--- src/rtl/sipo_drive_latch.sv ---
module sipo_drive_latch #(
  parameter int WIDTH = 8
) (
  input  logic             clk,
  input  logic             rst,
  input  logic             sdi,
  input  logic             shclk,
  input  logic             strobe,
  input  logic             blank,
  output logic [WIDTH-1:0] drive,
  output logic             sdo
);

  logic [1:0] shc_sync, sdi_sync, stb_sync;
  logic       shc_prev;
  logic [WIDTH-1:0] shreg, latch;
  logic       shift_edge;

  always_ff @(posedge clk) begin
    if (rst) begin
      shc_sync <= '0;
      sdi_sync <= '0;
      stb_sync <= '0;
      shc_prev <= 1'b0;
    end else begin
      shc_sync <= {shc_sync[0], shclk};
      sdi_sync <= {sdi_sync[0], sdi};
      stb_sync <= {stb_sync[0], strobe};
      shc_prev <= shc_sync[1];
    end
  end

  assign shift_edge = shc_sync[1] & ~shc_prev;

  always_ff @(posedge clk) begin
    if (rst) shreg <= '0;
    else if (shift_edge) shreg <= {shreg[WIDTH-2:0], sdi_sync[1]};
  end

  always_ff @(posedge clk) begin
    if (rst) latch <= '0;
    else if (stb_sync[1]) latch <= shreg;
  end

  assign drive = blank ? '0 : latch;
  assign sdo   = shreg[WIDTH-1];

  AST_RESET_CLEARS: assert property (@(posedge clk) rst |=> (shreg == '0 && latch == '0));
  AST_SHIFT_STEP: assert property (@(posedge clk) disable iff (rst)
    shift_edge |=> shreg[WIDTH-1:1] == $past(shreg[WIDTH-2:0]));
  AST_NO_SHIFT_IDLE: assert property (@(posedge clk) disable iff (rst)
    !shift_edge |=> $stable(shreg));
  AST_LATCH_HOLD: assert property (@(posedge clk) disable iff (rst)
    !stb_sync[1] |=> $stable(latch));
  AST_BLANK_OFF: assert property (@(posedge clk) disable iff (rst)
    blank |-> drive == '0);

endmodule

--- config.mk ---
export PLATFORM = sky130hd
export DESIGN_NAME = sipo_drive_latch
export DESIGN_NICKNAME = d
export VERILOG_FILES = /design/src/rtl/sipo_drive_latch.sv
export SDC_FILE = /design/constraint.sdc
export NUM_CORES = 1
export LEC_CHECK = 0
export BUFFER_PORTS_ARGS = -buffer_cell sky130_fd_sc_hd__buf_2
export CAP_MARGIN = 0
export CORE_ASPECT_RATIO = 1.5
export CORE_MARGIN = 2
export CORE_UTILIZATION = 35
export DETAILED_ROUTE_END_ITERATION = 16
export SYNTH_ARGS = -nofsm -noshare
export SYNTH_HDL_FRONTEND = slang
export SYNTH_SLANG_ARGS = --single-unit
--- constraint.sdc ---
create_clock -name clk -period 1.1 [get_ports clk]
set_clock_uncertainty 0.15 [all_clocks]
set_input_delay 0.055 -clock clk [delete_from_list [all_inputs] [get_ports clk]]
set_output_delay 0.055 -clock clk [all_outputs]
set_load 0.02 [all_outputs]
======== Yosys cells after proc, flatten, opt, wreduce, memory -nomap -nowiden ========
Index checks and enable logic that the tools add are counted.
cells by class
  $lt $le $gt $ge ......................... 0
  shifts and indexed selects .............. 0
  bitwise operators ....................... 2
  multipliers ............................. 0
  mux-type cells .......................... 1
  equal/unequal tests ..................... 0
  reductions and logical operators ........ 0
  div/mod/pow operators ................... 0
  $add $sub $neg .......................... 0
operators by type and width
  kind         count
  $mux 8       1
  $and 1x1->1  1
  $not 1->1    1
word-level totals
  logic and storage cells ................. 9
  output and inout bits ................... 9
  bits in registers ....................... 23
  bits of input ports ..................... 6
  bits in writable memories ............... 0
  latch bits .............................. 0
  memory bits (read-only) ................. 0
  memories kept ........................... 0

======== Logic depth before layout (Yosys ltp) ========
  word-level depth ........................ 2
  depth in mapped cells ................... 3
  gate-level depth less buffers ........... 2

======== Worst setup path before layout ========
No wires, ideal clock.
  kind .................................... reg2reg
  from .................................... register shc_sync[1]
  to ...................................... register shreg[1]
  data arrival time ....................... 0.741 ns
  clock period less this slack ............ 0.962 ns
  cell stages (with the launch flop) ...... 4
  data required time ...................... 0.878 ns
  setup time .............................. 0.072 ns
  buffers on the path ..................... 1
  slack ................................... 0.138 ns
  cell sequence ........................... dfxtp_1 nor2b_4 buf_6 mux2i_1
on the way
  cells in the longest elaborated chain, start to end .. 1
ends and longest elaborated chain
  item                      line  text
  start: declaration        14    logic [1:0] shc_sync, sdi_sync, stb_sync;
  start signal: assignment  26    shc_sync <= {shc_sync[0], shclk};
  $and 1x1->1               33    assign shift_edge = shc_sync[1] & ~shc_prev;
  end signal: assignment    37    else if (shift_edge) shreg <= {shreg[WIDTH-2:0], sdi_sync[1]};
  end: declaration          16    logic [WIDTH-1:0] shreg, latch;
Every way passes these cells.
A chain may end at the register's enable or synchronous reset.

======== Worst setup path after layout ========
  from .................................... register latch[6]
  to ...................................... output port drive[6]
on the way
  cells in the longest elaborated chain, start to end .. 1
ends and longest elaborated chain
  item                      line  text
  start: declaration        16
  start signal: assignment  42    else if (stb_sync[1]) latch <= shreg;
  $mux 8                    45    assign drive = blank ? '0 : latch;
  end: declaration          10    output logic [WIDTH-1:0] drive,
Every way passes these cells.

==> metrics.yaml <==
status: "complete, but fails checks"
violations: "setup timing"
ys_warn_count: 0
setup_violations: 3
gp_congestion: 0.626
critPathKind: "flop to output pin"
timing.critical_path.from: "latch[6]"
post_drt_wl_per_cell_um: 10.7
ys_ff_latch: 23
postSynthCellCount: 76
hpwlAfterDp_um: 935
tritoncts: "done"
fillers: 226
overflow: 0
fmax_mhz: 896
routed_wl_mm: 1.31
clk_pin_slew_ns: 0.11
antenna_found_initial: 0
period_share_pct: 101
max_cap_violations: 0
dieArea_um2: 2940
numCtsBuffers: 3
p_leak_nw: 0.454
drc: 0
slew_viol_final: 0
grt_util_all_layers_pct: 10.5
synth.distinct_cells: 12
fin_ws_ns: -0.0155
multi_input_area_um2: 432
r2r_start: "shc_sync[1]"
critPathRequiredTime_ns: 0.89
crit_arrival_ns: 0.91
p_per_area_nw_per_um2: 1110
area_growth_pct: 34.1
dr.pass1.iters: 4
die_h_um: 65.4
initial_utilization_pct: 36.3
core-area_um2: 2420
cts_root_buffer: "clkbuf_4"
seq_area_frac_synth_pct: 52.3
row_count: 22
cts.path.max_buffers: 2
clkSinkCount: 23
whs_ns: 0.295
dr_total_vias: 573
first_iter_violations: 3
fin_crit_ns: 1.12
drive_gt1_share_pct: 44.4
ant_nets: 0
rsz0062_at_grt: "yes"
io_buffers: 14
finalHoldViolations: 0
syn-num-nets: 82
worstHoldPathType: "flop to flop"
crit_fanout: 2
hp-start: "shc_sync[0]"
n_antenna_cell: 0
vdd.ir_drop.worst_uv: 607
regArea_um2: 473
grt_pass1_vias: 551
worst_pin_slew_ns: 0.341
htree_levels: 1
syn_avg_cell_area_um2: 11.6
grt_pass1_wl_mm: 2.28
io_pins: 15
finalSetupTns_ns: -0.0292
worst_slew_margin_rel_pct: 77.3
grt_max_degree: 17
fp.dieW_um: 44.9
clk-insertion-delay-late_ns: 0.30
layout.nets: 106
via_per_inst: 4.66
worstSetupStartpointType: "flop"
synth_area_um2: 880
end_kind: "output pin"
-- registers in the layout (all words and copies together) (netlist names) --
signal	cells
latch	8
sdi_sync	2
shc_prev	1
shc_sync	2
shreg	8
stb_sync	2
-- final cells by class --
type,instances,area share [%]
repair buffers,23,18.6
flip-flops and latches,23,40.1
clock buffers,4,2.23
multi-input cells,49,36.6
well taps,24,2.55
-- cells by family after synthesis --
logic type      after synthesis  synth area share, %
simple gates                 33                 26.0
flops                        23                 52.3
buf+inv                       4                 3.98
mux                          15                 17.1
compound gates                1                0.568
-- synth_stat cells --
| cell | instances | share of area (%) |
|---|---|---|
| nor2b_1 | 15 | 11 |
| nand2b_4 | 4 | 6.3 |
| nand4bb_1 | 1 | 1.3 |
| mux2i_1 | 15 | 17 |
| buf_2 | 1 | 0.57 |
| nor2b_4 | 1 | 1.6 |
| buf_6 | 2 | 2.6 |
| nor2_1 | 8 | 3.4 |
| buf_4 | 1 | 0.85 |
| dfxtp_1 | 23 | 52 |
| o21ai_1 | 1 | 0.57 |
| nand2b_1 | 4 | 2.8 |
-- layout by cell type (no fill, tap or decap) --
master and n:
dlygate4sd3_1 4, nand2b_1 4, dfxtp_1 13, nor2_1 8, o21ai_1 1, nand4bb_1 1, clkbuf_1 1, nor2b_1 8
clkbuf_4 3, nor2b_4 7, buf_4 4, nor2b_2 1, dfxtp_2 10, mux2i_1 15, buf_6 7, buf_2 6
nand2b_4 4, buf_12 2
-- repair_timing --
| action | in CTS | in global routing |
|---|---|---|
| gates resized for setup | 16 | 18 |
| setup buffers | 2 | 0 |
| hold endpoints to repair | 8 | 0 |
| hold buffers | 4 | 0 |
| endpoints found under the setup margin | 15 | 16 |
-- path summary, 6_finish.rpt --
check	cells after the start	slack, ns	endpoint
setup / recovery	2	-0.02	drive[6]
hold / removal	1	0.30	shc_sync[1]
setup reg to reg	3	0.06	shreg[7]
hold reg to reg	1	0.30	shc_sync[1]
-- power breakdown --
| part | internal, mW | total (mW) | switching [mW] |
|---|---|---|---|
| Combinational | 0.0557 | 0.0959 | 0.0402 |
| Sequential | 0.844 | 0.849 | 0.00468 |
| Clock | 0.141 | 0.367 | 0.226 |
-- routing by layer --
metal	GRT usage [%]	part of all wire (%)
met3	1.65	2.7
met2	18.6	54
met5	0	0
met1	10.8	41
met4	6.62	2.4
-- through the flow --
stage                     area [µm²]  total power [mW]  std cells  utilization (%)  setup WS, ns
after detailed placement         980             0.942        113             40.4      -0.00284
after global routing            1180              1.38        123             48.7       -0.0660
after global placement           980             0.941        113             40.4        0.0493
final                           1180              1.31        123             48.7       -0.0155
after floorplan                  880             0.918         76                -         0.138
after CTS                       1100              1.33        123             45.6       -0.0391
-- critical path, cell delays in order (launching register included) --
cell and delay (ns):
dfxtp_2 0.33, nor2b_1 0.12, buf_4 0.16
(Power assumes the default switching activity.)
